### config.mk
export PLATFORM = sky130hd
export DESIGN_NAME = serial_frame_rx
export DESIGN_NICKNAME = d
export VERILOG_FILES = /design/src/rtl/sfr_pkg.sv /design/src/rtl/sfr_us_prescaler.sv /design/src/rtl/sfr_silence_timer.sv /design/src/rtl/sfr_frame_ctrl.sv /design/src/rtl/serial_frame_rx.sv
export SDC_FILE = /design/constraint.sdc
export NUM_CORES = 1
export LEC_CHECK = 0
export ABC_AREA = 1
export BUFFER_PORTS_ARGS = -buffer_cell sky130_fd_sc_hd__buf_4
export CAP_MARGIN = 20
export CORE_ASPECT_RATIO = 0.7
export CORE_MARGIN = 1.5
export CORE_UTILIZATION = 30
export DETAILED_ROUTE_END_ITERATION = 10
export MAX_ROUTING_LAYER = met4
export PLACE_DENSITY = 0.5
export RECOVER_POWER = 25
export SKIP_CTS_REPAIR_TIMING = 1
export SYNTH_ARGS = -nofsm -noshare
export SYNTH_HDL_FRONTEND = slang
export SYNTH_HIERARCHICAL = 1
export SYNTH_SLANG_ARGS = --single-unit
### constraint.sdc
create_clock -name clk -period 1.79 [get_ports clk]
set_clock_uncertainty 0.05 [all_clocks]
set_input_delay 0.0895 -clock clk [delete_from_list [all_inputs] [get_ports clk]]
set_output_delay 0.0895 -clock clk [all_outputs]
set_load 0.01 [all_outputs]
### src/rtl/sfr_pkg.sv
package sfr_pkg;

    // Character on the wire: start + 8 data + parity + stop
    localparam int CHAR_BITS      = 11;
    localparam int SLOW_BAUD_MAX  = 19200;
    localparam int FAST_TIMEOUT   = 750;
    localparam int FAST_GAP       = 1750;

    typedef enum logic [1:0] {
        BAD_NONE     = 2'd0,
        BAD_LINE     = 2'd1,
        BAD_OVERFLOW = 2'd2
    } bad_code_e;

    typedef enum logic {
        ST_RECV = 1'b0,
        ST_HOLD = 1'b1
    } rx_state_e;

    typedef struct packed {
        logic [7:0] data;
        logic       err;
    } rx_byte_t;

    // Half character times -> microseconds, rounded down
    function automatic int half_chars_us(input int halves, input int baud);
        return (1000000 * CHAR_BITS * halves / 2) / baud;
    endfunction

    function automatic int timeout_us(input int baud);
        if (baud <= SLOW_BAUD_MAX) return half_chars_us(3, baud);
        return FAST_TIMEOUT;
    endfunction

    function automatic int gap_us(input int baud);
        if (baud <= SLOW_BAUD_MAX) return half_chars_us(7, baud);
        return FAST_GAP;
    endfunction

endpackage

### src/rtl/sfr_us_prescaler.sv
module sfr_us_prescaler #(
    parameter int CLK_PER_US = 100,
    localparam int PW = $clog2(CLK_PER_US + 1)
) (
    input  logic clk,
    input  logic rst,
    input  logic sync_clr,
    output logic tick
);
    localparam logic [PW-1:0] LAST = PW'(CLK_PER_US - 1);

    logic [PW-1:0] cnt;

    always_ff @(posedge clk) begin
        if (rst || sync_clr)  cnt <= '0;
        else if (cnt == LAST) cnt <= '0;
        else                  cnt <= cnt + 1'b1;
    end

    assign tick = (cnt == LAST);

    assert_pre_range_R1: assert property (@(posedge clk) disable iff (rst)
        cnt <= LAST);

    generate
        if (CLK_PER_US > 1) begin : g_spacing
            assert_tick_spacing_R1: assert property (@(posedge clk) disable iff (rst)
                tick |=> !tick);
        end
    endgenerate
endmodule

### src/rtl/sfr_silence_timer.sv
module sfr_silence_timer #(
    parameter int TIMEOUT_US = 859,
    parameter int GAP_US     = 2005,
    localparam int SW = $clog2(GAP_US + 1)
) (
    input  logic clk,
    input  logic rst,
    input  logic kick,
    input  logic clr,
    input  logic tick,
    output logic expire,
    output logic gap_ok
);
    localparam logic [SW-1:0] TO_LAST  = SW'(TIMEOUT_US - 1);
    localparam logic [SW-1:0] GAP_LAST = SW'(GAP_US - 1);
    localparam logic [SW-1:0] GAP_END  = SW'(GAP_US);

    logic [SW-1:0] sil;
    logic          armed;
    logic          step;
    logic          gap_hit;

    assign step    = armed && tick;
    assign expire  = step && (sil == TO_LAST);
    assign gap_hit = step && (sil == GAP_LAST);

    always_ff @(posedge clk) begin
        if (rst || clr) begin
            sil   <= '0;
            armed <= 1'b0;
        end else if (kick) begin
            sil   <= '0;
            armed <= 1'b1;
        end else if (step && sil != GAP_END) begin
            sil <= sil + 1'b1;
        end
    end

    always_ff @(posedge clk) begin
        if (rst) gap_ok <= 1'b0;
        else     gap_ok <= gap_hit && !kick && !clr;
    end

    assert_sil_cap_R4: assert property (@(posedge clk) disable iff (rst)
        sil <= GAP_END);

    assert_gap_once_R4: assert property (@(posedge clk) disable iff (rst)
        gap_ok |=> !gap_ok);

    assert_kick_restarts_R5: assert property (@(posedge clk) disable iff (rst)
        kick && !clr |=> sil == '0 && armed);
endmodule

### src/rtl/sfr_frame_ctrl.sv
module sfr_frame_ctrl
    import sfr_pkg::*;
#(
    parameter int BUF_DEPTH = 256,
    parameter int AW = 8,
    parameter int LW = 9
) (
    input  logic           clk,
    input  logic           rst,
    input  rx_byte_t       in_byte,
    input  logic           in_vld,
    input  logic           restart,
    input  logic           expire,
    output logic           accept,
    output logic           buf_we,
    output logic [AW-1:0]  buf_addr,
    output logic [7:0]     buf_wdata,
    output logic           frame_start,
    output logic           frame_done,
    output logic [LW-1:0]  frame_len,
    output bad_code_e      frame_bad,
    output logic           idle
);
    localparam logic [LW-1:0] FULL = LW'(BUF_DEPTH);

    rx_state_e st;

    assign accept = (st == ST_RECV) && in_vld && !restart;
    assign idle   = (st == ST_RECV) && (frame_len == '0);

    always_ff @(posedge clk) begin
        if (rst) begin
            st          <= ST_RECV;
            frame_len   <= '0;
            frame_bad   <= BAD_NONE;
            buf_we      <= 1'b0;
            buf_addr    <= '0;
            buf_wdata   <= '0;
            frame_start <= 1'b0;
            frame_done  <= 1'b0;
        end else begin
            buf_we      <= 1'b0;
            frame_start <= 1'b0;
            frame_done  <= 1'b0;
            if (restart) begin
                st        <= ST_RECV;
                frame_len <= '0;
                frame_bad <= BAD_NONE;
            end else if (accept) begin
                if (in_byte.err) begin
                    frame_bad <= BAD_LINE;
                end else if (frame_len < FULL) begin
                    buf_we      <= 1'b1;
                    buf_addr    <= AW'(frame_len);
                    buf_wdata   <= in_byte.data;
                    frame_len   <= frame_len + 1'b1;
                    frame_start <= (frame_len == '0);
                end else begin
                    frame_bad <= BAD_OVERFLOW;
                end
            end else if (st == ST_RECV && expire) begin
                st         <= ST_HOLD;
                frame_done <= 1'b1;
            end
        end
    end

    assert_len_bound_R7: assert property (@(posedge clk) disable iff (rst)
        frame_len <= FULL);

    assert_start_first_R8: assert property (@(posedge clk) disable iff (rst)
        frame_start |-> buf_we && buf_addr == '0);

    assert_done_pulse_R2: assert property (@(posedge clk) disable iff (rst)
        frame_done |=> !frame_done);

    assert_hold_frozen_R10: assert property (@(posedge clk) disable iff (rst)
        st == ST_HOLD && !restart |=> $stable(frame_len) && $stable(frame_bad) && !buf_we);

    assert_done_not_idle_R9: assert property (@(posedge clk) disable iff (rst)
        frame_done |-> !idle);
endmodule

### src/rtl/serial_frame_rx.sv
module serial_frame_rx
    import sfr_pkg::*;
#(
    parameter int CLK_PER_US = 100,
    parameter int BAUD       = 19200,
    parameter int BUF_DEPTH  = 256,
    localparam int ADDR_W = (BUF_DEPTH > 1) ? $clog2(BUF_DEPTH) : 1,
    localparam int LEN_W  = $clog2(BUF_DEPTH + 1)
) (
    input  logic              clk,
    input  logic              rst,
    input  logic              rx_valid,
    input  logic [7:0]        rx_data,
    input  logic              rx_err_framing,
    input  logic              rx_err_overrun,
    input  logic              rx_err_noise,
    input  logic              restart,
    output logic              us_tick,
    output logic              buf_we,
    output logic [ADDR_W-1:0] buf_addr,
    output logic [7:0]        buf_wdata,
    output logic              frame_start,
    output logic              frame_done,
    output logic [LEN_W-1:0]  frame_len,
    output logic [1:0]        frame_bad,
    output logic              gap_ok,
    output logic              idle
);
    localparam int TO_US  = timeout_us(BAUD);
    localparam int GAP_US = gap_us(BAUD);

    rx_byte_t  in_byte;
    logic      accept;
    logic      expire;
    bad_code_e bad_code;

    assign in_byte.data = rx_data;
    assign in_byte.err  = rx_err_framing | rx_err_overrun | rx_err_noise;
    assign frame_bad    = bad_code;

    sfr_us_prescaler #(.CLK_PER_US(CLK_PER_US)) u_pre (
        .clk      (clk),
        .rst      (rst),
        .sync_clr (accept),
        .tick     (us_tick)
    );

    sfr_silence_timer #(.TIMEOUT_US(TO_US), .GAP_US(GAP_US)) u_sil (
        .clk    (clk),
        .rst    (rst),
        .kick   (accept),
        .clr    (restart),
        .tick   (us_tick),
        .expire (expire),
        .gap_ok (gap_ok)
    );

    sfr_frame_ctrl #(.BUF_DEPTH(BUF_DEPTH), .AW(ADDR_W), .LW(LEN_W)) u_ctrl (
        .clk         (clk),
        .rst         (rst),
        .in_byte     (in_byte),
        .in_vld      (rx_valid),
        .restart     (restart),
        .expire      (expire),
        .accept      (accept),
        .buf_we      (buf_we),
        .buf_addr    (buf_addr),
        .buf_wdata   (buf_wdata),
        .frame_start (frame_start),
        .frame_done  (frame_done),
        .frame_len   (frame_len),
        .frame_bad   (bad_code),
        .idle        (idle)
    );

    assert_err_no_write_R6: assert property (@(posedge clk) disable iff (rst)
        rx_valid && in_byte.err && !restart |=> !buf_we);
endmodule

==> results of run 1 <==
final cells by class:
cell class	count	area [um^2]
clock buffer	5	125.1
clock inverter	3	67.56
fill	858	4796
inverter	40	150.1
multi-input combinational	240	1256
sequential	51	1023
tap	101	126.4
timing repair buffer	56	360.3
cell families (layout without fill, tap and decap cells):
logic type                 after synthesis  in the layout  synth area share
and+or+nand+nor                        187            187            0.3560
DFF                                     51             51            0.4138
buffers and inverters                   49            104           0.08569
AOI/OAI and AO/OA                       39             39           0.08266
adders and majority gates                8              8           0.04057
xor gates and xnor gates                 6              6           0.02130
final timing paths:
path	cells after the start	slack, ns	endpoint	from
setup / recovery	7	0.17	idle	u_ctrl/frame_len[1]
hold / removal	3	0.01	u_ctrl/buf_wdata[6]	rx_data[6]
setup reg to reg	11	0.17	u_ctrl/frame_done	u_pre/cnt[1]
hold reg to reg	2	0.41	u_ctrl/buf_wdata[0]	u_ctrl/buf_wdata[0]
cell usage after synthesis:
master / n / share of area
a21oi_2: 1 / 0.0036
a21oi_1: 30 / 0.061
nor4_1: 1 / 0.0025
inv_2: 4 / 0.0061
o21ai_1: 2 / 0.0041
nor2_8: 1 / 0.0081
nand3b_1: 2 / 0.0061
nor2_1: 45 / 0.068
nor2_2: 9 / 0.023
o21a_1: 1 / 0.0030
nand4_1: 6 / 0.015
xor2_1: 5 / 0.018
nor2_4: 3 / 0.014
nand3_1: 17 / 0.034
nor3_1: 8 / 0.016
nand2_1: 83 / 0.13
inv_1: 36 / 0.055
buf_2: 4 / 0.0081
ha_1: 8 / 0.041
nand2_4: 2 / 0.0091
buf_4: 2 / 0.0061
buf_6: 2 / 0.0091
nand3_2: 2 / 0.0081
o21bai_1: 1 / 0.0030
and2_1: 1 / 0.0025
nand2_2: 6 / 0.015
xnor2_1: 1 / 0.0036
o21ai_0: 4 / 0.0081
clkbuf_1: 1 / 0.0015
dfxtp_1: 51 / 0.41
nand3_4: 1 / 0.0071
registers in the layout (all words and copies together), names as in the netlist:
name,count
u_sil/armed,1
u_ctrl/buf_we,1
u_ctrl/frame_len,9
u_ctrl/frame_start,1
u_ctrl/buf_addr,8
u_sil/gap_ok,1
u_ctrl/st,1
u_ctrl/frame_bad,2
u_sil/sil,11
u_ctrl/frame_done,1
u_ctrl/buf_wdata,8
u_pre/cnt,7
worst reg2reg max path, stage by stage (launching register included):
cell,delay (ns)
dfxtp_2,0.34
ha_2,0.17
inv_1,0.04
nor2_2,0.10
nand3_2,0.09
inv_2,0.07
nand2_2,0.06
nor3_2,0.12
nand4_1,0.14
nor3_2,0.13
nand2_1,0.11
nor3_1,0.13
placed cells by master, fill, tap and decap left out, types with 6 or more instances in the layout:
master	n
ha_1	7
nor2_1	44
nor2_2	10
nand2_2	7
nand4_1	6
buf_4	34
inv_1	35
nand2_1	82
clkbuf_1	20
dfxtp_1	49
nor3_1	6
nand3_1	17
a21oi_1	29
layer usage:
layer | up-vias | track usage | share of wire
li1 | 1178 | - | -
met1 | 980 | 0.1956 | 0.53
met2 | 43 | 0.2067 | 0.42
met3 | 2 | 0.02977 | 0.047
met4 | 0 | 0.03038 | 0.0052
met5 | - | - | 0
per-stage QoR:
step / setup slack [ns] / utilization
2_1_floorplan: 0.1298 / -
3_3_place_gp: 0.1624 / 0.3732
3_5_place_dp: 0.04580 / 0.3732
4_1_cts: 0.02442 / 0.3976
5_1_grt: 0.01986 / 0.3933
6_report: 0.1663 / 0.3933
report_power, final:
group / switching (mW) / internal [mW]
combinational: 0.0659 / 0.0499
sequential: 0.00667 / 1.14
clock: 0.419 / 0.801
==> flow_summary.toml, run 1 <==
[floorplanning]
boundaryPins = 48
die_w_um = 111.4
core-area_mm2 = 0.007905
dieArea_mm2 = 0.008786
rows = 27
initial_core_util = 0.3121
die_y_um = 78.88

[logic_synthesis]
yosysWarnings = 6
syn-cell-area_mm2 = 0.002467
synth_nets = 363
synth_cells = 340
synth-seq-area-share = 0.4138
ys_ff_latch = 51
avgSynthCellArea_um2 = 7.257
synth.distinct_cells = 31

[global_routing]
gr-total-overflow = 0
grt_max_degree = 29
grt.total_usage = 0.1393
grt_pass1_vias = 2007
antenna_found_initial = 0
grt_pass1_wl_um = 9584

[setup_path]
cp.arrival_ns = 1.48
critPathKind = "reg -> out"
crit_chain = "inv_1 -> ha_1 -> nand2_1 -> nor3_1 -> nand3_1 -> nor2_1 -> buf_4"
crit_required_ns = 1.65
end_kind = "output port"
crit_buf_inv = 2
cp_max_fo = 6
cp_slowest_stage_delay_ns = 0.38
start_kind = "flip-flop"
crit_family = "simple AND/OR/NAND/NOR gates"
critPathSlowestCell = "dfxtp_1"

[sta]
final-hold-violation-count = 0
setup_violations = 0
rsz0062_at_grt = "no"
finalSetupTns_ns = 0
slew_headroom = 0.7035
worst_slew_pin_slew_ns = 0.4436
period_needed_ns = 1.624
min_period_over_period = 0.9071
slew_viol_final = 0
max_freq_mhz = 615.9
fin_hold_ws_ns = 0.01353

[finish]
fin_area_mm2 = 0.003109
stdcell_count = 496
area_delta_synth_final_pct = 26.01
drive_above_1_share = 0.2051
n_antenna_cell = 0
nets = 417

[detailed_routing]
wl_um = 5778
wl_per_cell_um = 11.65
drtPass1Iterations = 4
vias = 2203
drt_iter0_drc = 72
postRouteAntennaNets = 0
avgViaCountPerCell = 4.442
drc = 0

[pwr]
p_per_area_mw_per_mm2 = 799.8
power.static_leakage_nw = 1.226
p_total_mw = 2.487
irDropWorstVdd_mv = 0.5127

[clocking]
cts_tree = "yes"
clock_sinks = 51
htree_levels = 2
clk_path_buf_depth = 2
root_buffer = "clkbuf_16"
clk_pin_slew_ns = 0.07
insertion_delay_ns = 0.28
cts_made_buffers = 5

[placed_design]
place_area_mm2 = 0.002950
gp_congestion = 0.8906
dpl.hpwl_um = 4311
port_buffers = 47
placedCellCount = 486

[outcome]
status = "finished clean"

[flow_run]
cap_violations = 0

[min_path]
hold_class = "in -> reg"
Power figures use the tool's default switching activity.
==> run 2, diff against run 1 <==
CTS_BUF_LIST = sky130_fd_sc_hd__clkbuf_8 sky130_fd_sc_hd__clkbuf_16   (was default)
MAX_ROUTING_LAYER = default   (was met4)
==> run 2 against run 1 <==
Net effect:
- cell count stayed put
- non-clock buffer count stayed put
- hold slack hardly changed
- sequential share of layout area stayed put
- combinational power hardly changed
- utilization stayed put
- fmax hardly changed
- global-route usage is 0.38 points lower
- sequential power hardly changed
==> flow_summary.toml, run 2 (same netlist as run 1, synthesis figures left out) <==
[detailed_routing]
postRouteAntennaNets = 0
avgViaCountPerCell = 4.456
drtPass1Iterations = 4
vias = 2210
wl_um = 5779
drc = 0
drt_iter0_drc = 67
wl_per_cell_um = 11.65

[pwr]
p_total_mw = 2.488
seqPwrFrac = 0.463
swShare = 0.1984
pwr-share-comb = 0.046
power.static_leakage_nw = 1.226
clkPwrFrac = 0.491
p_per_area_mw_per_mm2 = 800.3
switchingPower_mw = 0.4936
internal_power_mw = 1.995
irDropWorstVdd_mv = 0.5159

[placed_design]
dpl.hpwl_um = 4311
port_buffers = 47
placedCellCount = 486
gp_congestion = 0.8761
dp_slack_ns = 0.04580

[sta]
final-hold-violation-count = 0
slew_viol_final = 0
finalSetupTns_ns = 0
worst_slew_pin_slew_ns = 0.4411
slew_headroom = 0.7052
setup_slack_ns = 0.1671
rsz0062_at_grt = "no"
max_freq_mhz = 616.2
min_period_over_period = 0.9066
setup_violations = 0
period_needed_ns = 1.623

[finish]
largest_registers = "u_sil/sil (11), u_ctrl/frame_len (9)"
nets = 417
area_delta_synth_final_pct = 26.01
n_antenna_cell = 0
layout_common_cells = "nand2_1, dfxtp_1, nor2_1, inv_1, buf_4"
stdcell_count = 496
top_register = "u_sil/sil"
drive_above_1_share = 0.2051
final_common_cell = "nand2_1"
largest_reg_flops = 11

[floorplanning]
rows = 27
dieArea_mm2 = 0.008786
core-area_mm2 = 0.007905
initial_core_util = 0.3121
boundaryPins = 48
die_y_um = 78.88
die_w_um = 111.4

[min_path]
holdPathEnd = "u_ctrl/buf_wdata[6]"
min_path_cells = 3
min_from = "rx_data[6]"
hold_class = "in -> reg"

[clocking]
root_buffer = "clkbuf_16"
insertion_delay_ns = 0.28
clk_path_buf_depth = 2
clock_sinks = 51
htree_levels = 2
cts_made_buffers = 5
clk_pin_slew_ns = 0.07
cts_tree = "yes"

[setup_path]
crit_required_ns = 1.65
startpoint = "u_ctrl/frame_len[1]"
cp.arrival_ns = 1.48
critPathKind = "reg -> out"
worstReg2RegStart = "u_pre/cnt[1]"
cp_max_fo = 6
reg2reg_to = "u_ctrl/frame_done"
start_kind = "flip-flop"
end_kind = "output port"
r2r_slack_ns = 0.17
r2r_cells = 11

[global_routing]
antenna_found_initial = 0
gr-total-overflow = 0
grt_max_degree = 29
grt_pass1_wl_um = 9604
grt_pass1_vias = 2009
grt.total_usage = 0.1354

[flow_run]
cap_violations = 0

[outcome]
status = "finished clean"
-- run 2: cell counts in the layout (fill, tap and decap cells not counted) --
No cell type changed its count.
-- run 2: layout make-up --
cell class                 count  area [um^2]
sequential                    51         1023
clock inverter                 3        67.56
clock buffer                   5        125.1
fill                         856         4796
timing repair buffer          56        360.3
tap                          101        126.4
inverter                      40        150.1
multi-input combinational    240         1256
-- run 2: routing by layer --
| metal | track usage | part of all wire | routed length [um] | vias up |
|---|---|---|---|---|
| met5 | 0 | 0 | 0 | - |
| met4 | 0.03038 | 0.0052 | 30 | 0 |
| met3 | 0.02977 | 0.043 | 251 | 2 |
| met2 | 0.2061 | 0.42 | 2429 | 39 |
| met1 | 0.1960 | 0.53 | 3067 | 989 |
| li1 | - | - | - | 1180 |
-- run 2: worst max path at each step --
stage | endpoint | slack [ns]
after floorplan | u_sil/sil[8] | 0.13
after global placement | u_ctrl/frame_done | 0.16
after detailed placement | u_ctrl/frame_done | 0.05
after CTS | u_ctrl/frame_done | 0.02
after global routing | u_ctrl/frame_done | 0.02
final | idle | 0.17
-- run 2: power groups by stage --
stage | clock, mW | sequential (mW) | combinational, mW
after floorplan | 0 | 1.18 | 0.0574
after detailed placement | 0 | 1.18 | 0.115
final | 1.22 | 1.15 | 0.115
after global placement | 0 | 1.18 | 0.115
after CTS | 1.26 | 1.15 | 0.115
after global routing | 1.30 | 1.15 | 0.130
-- run 2: metrics by stage --
step,area [um^2],util,hold WS [ns]
global route,3109,0.3933,0.004246
global placement,2950,0.3732,0.2602
CTS,3143,0.3976,-0.03571
floorplan,2467,-,0.1163
detailed placement,2950,0.3732,0.2659
finish,3109,0.3933,0.01333
-- run 2: critical path: stages, from the launching register on --
cell and delay (ns):
dfxtp_1 0.37, inv_1 0.08, ha_1 0.15, nand2_1 0.06, nor3_1 0.13, nand3_1 0.13, nor2_1 0.14, buf_4 0.14
